### src/rtl/fdc_pkg.sv
package fdc_pkg;

   typedef enum logic [1:0] {
      PH_IDLE,
      PH_PARAM,
      PH_EXEC,
      PH_REPLY
   } phase_t;

   typedef enum logic [2:0] {
      K_SENSE,
      K_SEEK,
      K_RECAL,
      K_SPECIFY,
      K_CONFIG,
      K_READ,
      K_DUMP,
      K_BAD
   } kind_t;

   localparam logic [7:0] OPC_SENSE   = 8'h08;
   localparam logic [7:0] OPC_SEEK    = 8'h0F;
   localparam logic [7:0] OPC_RECAL   = 8'h07;
   localparam logic [7:0] OPC_SPECIFY = 8'h03;
   localparam logic [7:0] OPC_CONFIG  = 8'h13;
   localparam logic [7:0] OPC_DUMP    = 8'h0E;
   localparam logic [4:0] OPC_READ_LO = 5'h06;

   localparam logic [7:0] MSR_RQM  = 8'h80;
   localparam logic [7:0] MSR_DIO  = 8'h40;
   localparam logic [7:0] MSR_NDMA = 8'h20;
   localparam logic [7:0] MSR_CB   = 8'h10;

   localparam logic [7:0] REPLY_BAD    = 8'h80;
   localparam logic [7:0] ST0_SEEK_END = 8'h20;

   function automatic logic [3:0] kind_params(kind_t k);
      case (k)
         K_SEEK:    return 4'd2;
         K_RECAL:   return 4'd1;
         K_SPECIFY: return 4'd2;
         K_CONFIG:  return 4'd3;
         K_READ:    return 4'd8;
         default:   return 4'd0;
      endcase
   endfunction

endpackage

### src/rtl/fdc_op_decode.sv
module fdc_op_decode import fdc_pkg::*; #(
   parameter bit READ_FLAGS_MASKED = 1'b1
) (
   input  logic [7:0] opcode,
   output kind_t      kind,
   output logic [3:0] n_params
);

   logic read_hit;

   generate
      if (READ_FLAGS_MASKED) begin : g_masked
         assign read_hit = (opcode[4:0] == OPC_READ_LO);
      end else begin : g_exact
         assign read_hit = (opcode == {3'b000, OPC_READ_LO});
      end
   endgenerate

   always_comb begin
      if (read_hit) begin
         kind = K_READ;
      end else begin
         case (opcode)
            OPC_SENSE:   kind = K_SENSE;
            OPC_SEEK:    kind = K_SEEK;
            OPC_RECAL:   kind = K_RECAL;
            OPC_SPECIFY: kind = K_SPECIFY;
            OPC_CONFIG:  kind = K_CONFIG;
            OPC_DUMP:    kind = K_DUMP;
            default:     kind = K_BAD;
         endcase
      end
      n_params = kind_params(kind);
   end

endmodule

### src/rtl/fdc_msr_gen.sv
module fdc_msr_gen import fdc_pkg::*; #(
   parameter int NUM_DRIVES = 4
) (
   input  phase_t     phase,
   input  kind_t      kind,
   input  logic [1:0] drive,
   output logic [7:0] msr
);

   logic [3:0] drv_busy;

   always_comb begin
      drv_busy = '0;
      for (int i = 0; i < NUM_DRIVES; i++) begin
         if (phase == PH_EXEC && (kind == K_SEEK || kind == K_RECAL) &&
             drive == 2'(i)) begin
            drv_busy[i] = 1'b1;
         end
      end
      case (phase)
         PH_IDLE:  msr = MSR_RQM;
         PH_PARAM: msr = MSR_RQM | MSR_CB;
         PH_EXEC:  msr = (kind == K_READ) ? (MSR_NDMA | MSR_CB)
                                          : (MSR_CB | {4'b0000, drv_busy});
         default:  msr = MSR_RQM | MSR_DIO | MSR_CB;
      endcase
   end

endmodule

### src/rtl/fdc_reply_build.sv
module fdc_reply_build import fdc_pkg::*; #(
   parameter int MAX_PARAM  = 8,
   parameter int MAX_REPLY  = 10,
   parameter int NUM_DRIVES = 4
) (
   input  kind_t                                   kind,
   input  logic [MAX_PARAM-1:0][7:0]               params,
   input  logic                                    pend,
   input  logic [1:0]                              pend_drv,
   input  logic [NUM_DRIVES-1:0][7:0]              cyl,
   input  logic [1:0][7:0]                         spec,
   input  logic [2:0][7:0]                         cfg,
   output logic [MAX_REPLY-1:0][7:0]               reply,
   output logic [$clog2(MAX_REPLY+1)-1:0]          reply_len
);

   localparam int RLW = $clog2(MAX_REPLY + 1);

   logic [7:0] pend_cyl;
   logic       unused_params;

   assign unused_params = ^{params[0][7:3], params[MAX_PARAM-1:5]};

   always_comb begin
      pend_cyl = 8'h00;
      for (int i = 0; i < NUM_DRIVES; i++) begin
         if (pend_drv == 2'(i)) pend_cyl = cyl[i];
      end
   end

   always_comb begin
      reply     = '0;
      reply[0]  = REPLY_BAD;
      reply_len = RLW'(1);
      case (kind)
         K_SENSE: begin
            if (pend) begin
               reply[0]  = ST0_SEEK_END | {6'b000000, pend_drv};
               reply[1]  = pend_cyl;
               reply_len = RLW'(2);
            end
         end
         K_READ: begin
            reply[0] = {5'b00000, params[0][2:0]};
            reply[1] = 8'h00;
            reply[2] = 8'h00;
            for (int i = 0; i < 4; i++) reply[3+i] = params[1+i];
            reply_len = RLW'(7);
         end
         K_DUMP: begin
            reply[0] = 8'h00;
            for (int i = 0; i < NUM_DRIVES; i++) reply[i] = cyl[i];
            reply[4]  = spec[0];
            reply[5]  = spec[1];
            reply[6]  = cfg[0];
            reply[7]  = cfg[1];
            reply[8]  = cfg[2];
            reply[9]  = 8'h00;
            reply_len = RLW'(10);
         end
         default: ;
      endcase
   end

endmodule

### src/rtl/fdc_cmd_port.sv
module fdc_cmd_port import fdc_pkg::*; #(
   parameter int MAX_PARAM         = 8,
   parameter int MAX_REPLY         = 10,
   parameter int EXEC_LAT          = 4,
   parameter int NUM_DRIVES        = 4,
   parameter bit READ_FLAGS_MASKED = 1'b1
) (
   input  logic       clk,
   input  logic       rst_n,
   input  logic       data_wr,
   input  logic [7:0] data_in,
   input  logic       data_rd,
   output logic [7:0] data_out,
   input  logic       dsr_wr,
   input  logic [7:0] dsr_in,
   output logic [7:0] msr,
   output logic       int_pending
);

   localparam int RLW = $clog2(MAX_REPLY + 1);
   localparam int ECW = $clog2(EXEC_LAT + 1);

   generate
      if (MAX_PARAM < 8 || MAX_PARAM > 15) begin : g_bad_param
         $error("MAX_PARAM must lie in 8..15");
      end
      if (MAX_REPLY < 10) begin : g_bad_reply
         $error("MAX_REPLY must be at least 10");
      end
      if (EXEC_LAT < 1) begin : g_bad_lat
         $error("EXEC_LAT must be at least 1");
      end
      if (NUM_DRIVES < 1 || NUM_DRIVES > 4) begin : g_bad_drv
         $error("NUM_DRIVES must lie in 1..4");
      end
   endgenerate

   phase_t                        phase;
   kind_t                         kind_q, dec_kind, bld_kind;
   logic [3:0]                    need_q, dec_n, pcnt;
   logic [MAX_PARAM-1:0][7:0]     pbuf;
   logic [ECW-1:0]                ecnt;
   logic [MAX_REPLY-1:0][7:0]     rbuf, bld_reply;
   logic [RLW-1:0]                rlen, ridx, bld_len;
   logic                          pend;
   logic [1:0]                    pend_drv;
   logic [NUM_DRIVES-1:0][7:0]    cyl;
   logic [1:0][7:0]               spec;
   logic [2:0][7:0]               cfg;
   logic                          soft_rst;
   logic                          unused_dsr;

   assign soft_rst    = dsr_wr & dsr_in[7];
   assign unused_dsr  = ^dsr_in[6:0];
   assign bld_kind    = (phase == PH_IDLE) ? dec_kind : kind_q;
   assign int_pending = pend;

   fdc_op_decode #(.READ_FLAGS_MASKED(READ_FLAGS_MASKED)) u_dec (
      .opcode   (data_in),
      .kind     (dec_kind),
      .n_params (dec_n)
   );

   fdc_msr_gen #(.NUM_DRIVES(NUM_DRIVES)) u_msr (
      .phase (phase),
      .kind  (kind_q),
      .drive (pbuf[0][1:0]),
      .msr   (msr)
   );

   fdc_reply_build #(
      .MAX_PARAM  (MAX_PARAM),
      .MAX_REPLY  (MAX_REPLY),
      .NUM_DRIVES (NUM_DRIVES)
   ) u_bld (
      .kind      (bld_kind),
      .params    (pbuf),
      .pend      (pend),
      .pend_drv  (pend_drv),
      .cyl       (cyl),
      .spec      (spec),
      .cfg       (cfg),
      .reply     (bld_reply),
      .reply_len (bld_len)
   );

   always_comb begin
      data_out = 8'h00;
      for (int i = 0; i < MAX_REPLY; i++) begin
         if (phase == PH_REPLY && ridx == RLW'(i)) data_out = rbuf[i];
      end
   end

   always_ff @(posedge clk) begin
      if (!rst_n || soft_rst) begin
         phase    <= PH_IDLE;
         kind_q   <= K_BAD;
         need_q   <= '0;
         pcnt     <= '0;
         pbuf     <= '0;
         ecnt     <= '0;
         rbuf     <= '0;
         rlen     <= '0;
         ridx     <= '0;
         pend     <= 1'b0;
         pend_drv <= '0;
         cyl      <= '0;
         spec     <= '0;
         cfg      <= '0;
      end else begin
         case (phase)
            PH_IDLE: begin
               if (data_wr) begin
                  kind_q <= dec_kind;
                  need_q <= dec_n;
                  pcnt   <= '0;
                  if (dec_n != 4'd0) begin
                     phase <= PH_PARAM;
                  end else begin
                     rbuf  <= bld_reply;
                     rlen  <= bld_len;
                     ridx  <= '0;
                     phase <= PH_REPLY;
                     if (dec_kind == K_SENSE) pend <= 1'b0;
                  end
               end
            end
            PH_PARAM: begin
               if (data_wr) begin
                  for (int i = 0; i < MAX_PARAM; i++) begin
                     if (pcnt == 4'(i)) pbuf[i] <= data_in;
                  end
                  if (pcnt == need_q - 4'd1) begin
                     ecnt <= '0;
                     case (kind_q)
                        K_SPECIFY: begin
                           spec  <= {data_in, pbuf[0]};
                           phase <= PH_IDLE;
                        end
                        K_CONFIG: begin
                           cfg   <= {data_in, pbuf[1], pbuf[0]};
                           phase <= PH_IDLE;
                        end
                        default: phase <= PH_EXEC;
                     endcase
                  end else begin
                     pcnt <= pcnt + 4'd1;
                  end
               end
            end
            PH_EXEC: begin
               if (ecnt == ECW'(EXEC_LAT - 1)) begin
                  if (kind_q == K_SEEK || kind_q == K_RECAL) begin
                     pend     <= 1'b1;
                     pend_drv <= pbuf[0][1:0];
                     for (int i = 0; i < NUM_DRIVES; i++) begin
                        if (pbuf[0][1:0] == 2'(i))
                           cyl[i] <= (kind_q == K_SEEK) ? pbuf[1] : 8'h00;
                     end
                     phase <= PH_IDLE;
                  end else begin
                     rbuf  <= bld_reply;
                     rlen  <= bld_len;
                     ridx  <= '0;
                     phase <= PH_REPLY;
                  end
               end else begin
                  ecnt <= ecnt + ECW'(1);
               end
            end
            default: begin
               if (data_rd) begin
                  if (ridx == rlen - RLW'(1)) phase <= PH_IDLE;
                  else                        ridx  <= ridx + RLW'(1);
               end
            end
         endcase
      end
   end

endmodule

### config.mk
export PLATFORM = sky130hd
export DESIGN_NAME = fdc_cmd_port
export DESIGN_NICKNAME = d
export VERILOG_FILES = /design/src/rtl/fdc_pkg.sv /design/src/rtl/fdc_op_decode.sv /design/src/rtl/fdc_msr_gen.sv /design/src/rtl/fdc_reply_build.sv /design/src/rtl/fdc_cmd_port.sv
export SDC_FILE = /design/constraint.sdc
export NUM_CORES = 1
export LEC_CHECK = 0
export BUFFER_PORTS_ARGS = -buffer_cell sky130_fd_sc_hd__buf_2
export CAP_MARGIN = 0
export CORE_MARGIN = 1
export CORE_UTILIZATION = 25
export DETAILED_ROUTE_END_ITERATION = 7
export SYNTH_ARGS = -nofsm -noshare
export SYNTH_HDL_FRONTEND = slang
export SYNTH_HIERARCHICAL = 1
export SYNTH_SLANG_ARGS = --single-unit
### constraint.sdc
create_clock -name clk -period 3.5 [get_ports clk]
set_input_delay 0.7 -clock clk [delete_from_list [all_inputs] [get_ports clk]]
set_output_delay 0.7 -clock clk [all_outputs]
set_load 0.03 [all_outputs]
==> results of run 1 <==
## power by group
group          total, W  internal, W  switching, W
clock           0.00252      0.00152       0.00100
combinational   0.00117     0.000353      0.000819
sequential      0.00262      0.00254     0.0000813
total           0.00632      0.00441       0.00190
## placed cells by master, fill, tap and decap left out, types with 4 or more instances in the layout
cell	instances
nand3_1	49
o22ai_1	6
a21oi_1	169
clkbuf_16	25
nor3_1	16
xnor2_1	11
mux4_2	8
dfxtp_1	217
nand3b_1	4
nor2b_1	12
nor3_2	4
ha_1	13
conb_1	9
o21ai_0	23
xor2_1	7
clkbuf_1	5
inv_1	23
nor4_1	4
a221oi_1	9
nand2b_1	9
nand2_1	268
a22o_1	42
buf_12	11
a211oi_1	8
and2_1	43
clkbuf_8	7
mux2i_1	77
buf_2	28
buf_4	23
mux2_2	4
nor2_1	113
## final timing paths
check | depth (start not counted) | to | slack (ps)
hold reg to reg | 2 | rbuf[1] | 450
hold / removal | 2 | rbuf[1] | 450
setup reg to reg | 6 | cyl[0] | 750
setup / recovery | 8 | data_out[2] | 120
## sequential cells by signal (all words and copies together), names as in the netlist
signal and cells:
kind_q 3, rbuf 80, need_q 4, pcnt 4, pend_drv 2, pbuf 40, ridx 4, rlen 4
spec 16, int_pending 1, phase 2, ecnt 3, cfg 24, cyl 32
## worst min-delay path: stages (launching register included)
cell and delay, ps:
dfxtp_1 300, nand2_1 50, a21oi_1 50
## area by class of cell
| type | count | area (µm²) | area share, % |
|---|---|---|---|
| sequential | 219 | 4390 | 35.8 |
| timing repair buffer | 64 | 556 | 4.53 |
| tap | 539 | 674 | 5.50 |
| clock buffer | 37 | 741 | 6.04 |
| multi-input combinational | 970 | 5770 | 47.1 |
| clock inverter | 4 | 47.5 | 0.388 |
| inverter | 23 | 86.3 | 0.704 |
## layer usage
metal / vias to the layer above / track usage (%)
li1: 4446 / -
met1: 4311 / 17.9
met2: 190 / 22.3
met3: 45 / 2.09
met4: 2 / 3.93
met5: - / 0
## through the flow
stage	hold slack (ps)	cell area, µm²	setup TNS [ps]	instances
after global placement	441	11400	0	1815
after detailed placement	446	11400	0	1815
after global routing	470	12300	-23.1	1856
final	455	12300	0	1856
after floorplan	431	10700	0	1328
after CTS	454	12200	0	1856
## repair_timing
item / 4_1_cts / 5_1_grt
endpoints found under the setup margin: 7 / 6
cloned: 0 / 0
hold buffers: 0 / 0
endpoints found under the hold margin: 0 / 0
resized for setup: 6 / 16
==> out/results.txt, run 1 <==
The run finished with clean final reports. Dividing the final minimum period by the clock period gives 96.7%. The post-DP HPWL was 19,600 µm; the post-route total power was 0.00632 W. For this block, the via count after detailed routing is 8,994. By startpoint and endpoint, the worst setup path is classified as register to output pin.

The routed design uses 13,900 µm of met2 wire. The number of antenna violations at the first check in global routing is 1. Start point of the critical path: ridx[0]. The average cell area after synthesis was 8.11 µm²; the pre-CTS setup slack was 275 ps. The signal on the critical path passes through ha_2 > nor2b_1 > a22o_1 > a32oi_1 > o22ai_1 > o21ai_0 > a21oi_1 > buf_2.

The total of warnings raised by yosys was 6; the wire length on met1 was 13,700 µm. In the final layout, the share of cells above drive strength 1 is 11.2%. The logs give 510 ps for the clock insertion delay at the later pin of the skew report and 0 for the post-CTS repair timing setup buffer count.

The worst-margin pin slew is 970 ps, and the maximum clock frequency is 0.295 GHz. The power density over the cells is 515 mW/mm². The max-slew violation count was 0. The area inside the core boundary is 0.0421 mm², and the worst path arrival time is 2680 ps.

In the detailed route, the total length drawn on met3 is 1420 µm. On the critical path the largest part of the delay comes from compound AO/OA/AOI/OAI gates. The largest net degree at the start of global routing is 85. The critical path's slowest cell was dfxtp_2.

TritonCTS built the clock tree. The number of clock buffers added by TritonCTS is 25. Synthesis handed over a netlist of 1,321 instances. The tools report the overall die area as 0.0437 mm². The tree is rooted in a clkbuf_16. The tools report the fill cell total of the finished layout as 4,442. The critical-path maximum fanout was 9; the slack of the critical path was 115 ps. The count of standard-cell rows was 75; the number of primary I/O pins was 38.

The first TritonRoute pass finished after 5 iterations. The data required time at the worst endpoint was 2800 ps; the total inserted antenna cells was 0. During placement, the flow inserted port buffers numbering 30. The tools report the kind of capture point of the worst setup path as an output pin. The maximum level of the CTS H-tree is 1. The via count of the first global-routing pass is 8,544. The final count of hold timing violations is 0. The floorplan step set the die height to 209 µm.

The area growth from synthesis to layout is 14.5%, and the final layout net count is 1,340. The top layer used by detailed routing is met5. The number of sinks handled by clock tree synthesis was 219. Dividing the detail-routed via count by the number of cells gives 4.85. Setup violations remaining at the end of the flow were counted as 0. The tools report the startpoint of the worst register-to-register path as phase[1]. Setup repair after global routing could not meet its margin everywhere.

Wires add up to 29,700 µm. The post-route core utilization was 29.1%. The floorplan step set the die width to 209 µm.

The detailed-route DRC error count was 0. STA classifies the critical path startpoint as a register. The count of buffer and inverter cells on the critical path is 1.

The path class of the tightest hold or removal check is register to register. The post-CTS clock slew at the launch and capture registers of the worst setup and hold paths was 60 ps. The maximum clock path buffer count came out at 3. The tools report the total track usage as 13.4%. The run gives 47,200 µm as the global-route wire length before repair. The DRC marker count from the first detailed-route iteration is 626, and the shortest period the worst path allows is 3380 ps.

The mapped cell area is 0.0107 mm², and the relative slew slack is 35.3%. The count of antenna-violating nets left after detailed routing is 0. The congestion estimate from routability-driven global placement came to 0.865. On the final layout, the worst clock skew is 7.32 ps. The remaining global-route overflow was 0. Source of the worst hold timing path: rbuf[1]. The stage delay of the slowest cell on the critical path was 450 ps. The average routed wire per standard cell is 16.0 µm, and the reported leakage power is 4.22 nW. Across the VDD grid, the largest voltage drop is 0.354 mV. Max-cap violations in this run came to 0.

The initial cell density of the core came out at 25.4%.
No activity file was read; power rests on OpenSTA's default activity.
==> run 2, diff against run 1 <==
Clock period 3.5 ns to 3.3 ns, I/O delays scaled along.
==> run 2 against run 1 <==
  * Non-clock buffer count is 23 higher
  * Worst hold slack better by 1.2 ps
  * Largest power group unchanged
  * Worst setup slack worse by 17 ps
  * Largest cell class unchanged
  * Clock skew is 3.2 ps higher
  * Total power is 8.4% higher
  * Sequential share of layout area is 0.83 points lower
  * Wire length is 0.85% lower
  * Die area stayed put
==> out/results.txt, run 2 (synthesis gave the netlist of run 1 again) <==
The stage delay of the slowest cell on the critical path is 380 ps, and the final clock skew is 10.6 ps. The tools report the number of optimization iterations in the first detailed-route pass as 4. The most critical setup path has its endpoint at data_out[2]. The final layout contains routed wiring with a total length of 29,400 µm. In this run the power spent charging and discharging nets is 0.00206 W. The startpoint of the worst register-to-register path was ridx[2]. The worst slack on hold paths was 456 ps; the count of antenna-violating nets left after detailed routing was 0.

In the final routed layout, each cell accounts on average for 15.6 µm. The end of the worst register-to-register path was phase[1]. The run gives 13,700 µm as the routed wire length on met2. Counting I/O delays and the setup requirement, the final critical path takes 3200 ps. Setup violations remaining at the end of the flow were counted as 0.

The worst setup path is of the register to output pin kind. The tools report the number of antenna violations at the first check in global routing as 1. Walking the worst path, the cells encountered are inv_1 > ha_2 > buf_6 > nand2_1 > o21ai_0 > a32oi_1 > o22ai_1 > o21ai_1 > a21oi_1 > buf_2.

Clock-pin slew was measured on the worst setup and hold paths at 60 ps. The initial cell density of the core came out at 25.4%. The post-route netlist has 14.1% of its cells at a drive strength greater than 1.

The DRC marker count from the first detailed-route iteration came out at 546. The cell class contributing the biggest share of worst-path delay was compound AO/OA/AOI/OAI gates. The internal power of the cells totals 0.00479 W. The worst hold-check path type was register to register.

The detailed route wirelength on metal3 was 1350 µm; the maximum clock frequency was 0.312 GHz. TritonCTS built the clock tree. The later pin in the worst-skew pair is clocked with a latency of 510 ps.

The largest registers in the layout are rbuf (80), pbuf (40), cyl (32). The total track usage was 13.2%. The largest individual stage delay along the critical path comes from the cell dfxtp_4. Once detailed placement completed, the half-perimeter wirelength came to 20,100 µm. The via density per instance is 4.78.

The number of cells traversed by the worst register-to-register path was 6; the routed via count was 8,984. The combinational fraction of design power was 19.7%. The highest metal layer carrying signal wires in the routed design is met5. The clock buffer count from CTS was 24.

The tools report the via count of the first global-routing pass as 8,444. For flop-to-flop paths, the worst setup slack is 820 ps. The kind of capture point of the worst setup path is an output pin. The die boundary width came out at 209 µm. Count of input and output buffers: 30.

Height of the die: 209 µm. For this run, design rule violations remaining after detail routing come to 0. Area growth from synthesis to layout: 17.4%. For this run the aggregate overflow at the end of global routing stands at 0. The congestion estimate from routability-driven global placement came to 0.856.

The relative slew slack was 48.3%. The worst setup path is launched from a register. The switching share of power was 30.1%. The wire length on met1 is 13,700 µm. The final critical-path share of the clock period came out at 97.0%. For the maximum clock path buffer count, the log shows 3. Library cell used as clock root buffer: clkbuf_16. The run finished with clean final reports.

The top cell types in the final layout, fill and taps aside, are 267 x nand2_1, 215 x dfxtp_1, 168 x a21oi_1. The final count of hold timing violations came out at 0. Leaving out fill and tap cells, the most frequent cell in the layout is nand2_1. For the count of max-cap constraint violations, the log shows 0.

The analysis attributes to cell leakage a power of 4.38 nW. In this run the worst path has a maximum fanout of 10. The run gives 0 ps as the aggregate negative setup slack. Power spread over the standard cell area amounts to 545 mW/mm². For the worst setup path, the data arrival time is 2540 ps.

Before CTS, the worst setup slack after placement is 259 ps. The first global-routing pass estimated 46,400 µm of wire. Entering global routing, the biggest net connects 95 pins. The run gives 1,362 as the final layout net count. The critical path starts at ridx[1]. Power comes to 0.00685 W. The number of flip-flops in the largest register is 80, and the count of standard-cell rows is 75. The run gives 0.223 mV as the peak supply drop.

The tools report the max-slew violation count as 0. In this run the standard cell core region covers 0.0421 mm². 38 I/O pins were placed. At the pin with the least slew margin, the transition time is 773 ps. Counting every sink on the clock net gives 219. Largest register by flop count: rbuf. The count of buffer and inverter cells on the critical path came out at 3.

The critical path depth works out to 10. Cells fill 29.8% of the core in the end. The slack of the critical path came out at 98.7 ps.

The tools report the proportion of power drawn by flip-flops and latches as 40.6%. Per report_power, the clock group accounts for 39.7% of the total. The logs give 2640 ps for the data required time at the worst endpoint and 0 for the total inserted antenna cells. The maximum level of the CTS H-tree is 1, and the overall die area is 0.0437 mm².
## run 2: cell count changes in the layout (fill, tap and decap cells not counted), sizes merged
| cell | delta |
|---|---|
| bufinv | +1 |
| clkbuf | -4 |
| buf | +21 |
| inv | +1 |
| clkinv | +6 |
## run 2: area by class of cell
type                       instances  area, µm²
sequential                       219       4390
inverter                          23       86.3
timing repair buffer              87        771
multi-input combinational        970       5840
fill                            4480      29600
tap                              539        674
clock buffer                      31        688
clock inverter                    12        116
## run 2: worst register-to-register path, cell delays in order, from the launching register on
cell	delay, ps
dfxtp_1	690
xor3_1	520
nor3_1	270
a311oi_1	170
or3_1	390
a211o_1	250
a21oi_1	120
## run 2: power by group through the flow
stage          Clock (W)  Combinational, W  Sequential [W]
5_1_grt          0.00288           0.00146         0.00279
6_report         0.00272           0.00135         0.00278
4_1_cts          0.00278           0.00132         0.00278
3_3_place_gp           0           0.00129         0.00283
3_5_place_dp           0           0.00131         0.00283
2_1_floorplan          0          0.000877         0.00280
## run 2: repair_timing
action,in CTS,in global routing
pin swaps,0,1
gates cloned,0,1
hold buffers,0,0
buffers inserted,0,2
resized for setup,10,34
setup endpoints to repair,8,8
## run 2: per-stage QoR
| stage | cells | instance area (µm²) |
|---|---|---|
| 2_1_floorplan | 1328 | 10700 |
| 3_3_place_gp | 1835 | 11600 |
| 3_5_place_dp | 1835 | 11600 |
| 4_1_cts | 1878 | 12400 |
| 5_1_grt | 1881 | 12600 |
| 6_report | 1881 | 12600 |
## run 2: worst min-delay path by stage
| stage | to | startpoint | cells after the start | slack [ps] |
|---|---|---|---|---|
| detailed placement | pbuf[36] | pbuf[36] | 2 | 450 |
| global route | pbuf[35] | pbuf[35] | 2 | 470 |
| floorplan | rbuf[18] | rbuf[18] | 2 | 430 |
| global placement | pbuf[31] | pbuf[31] | 2 | 440 |
| finish | pbuf[35] | pbuf[35] | 2 | 460 |
| CTS | pbuf[36] | pbuf[36] | 2 | 450 |
## run 2: metal layers
| metal | global-route usage, % | up-vias |
|---|---|---|
| li1 | - | 4507 |
| met4 | 4.03 | 2 |
| met1 | 17.8 | 4247 |
| met2 | 21.7 | 180 |
| met5 | 0 | - |
| met3 | 1.85 | 48 |
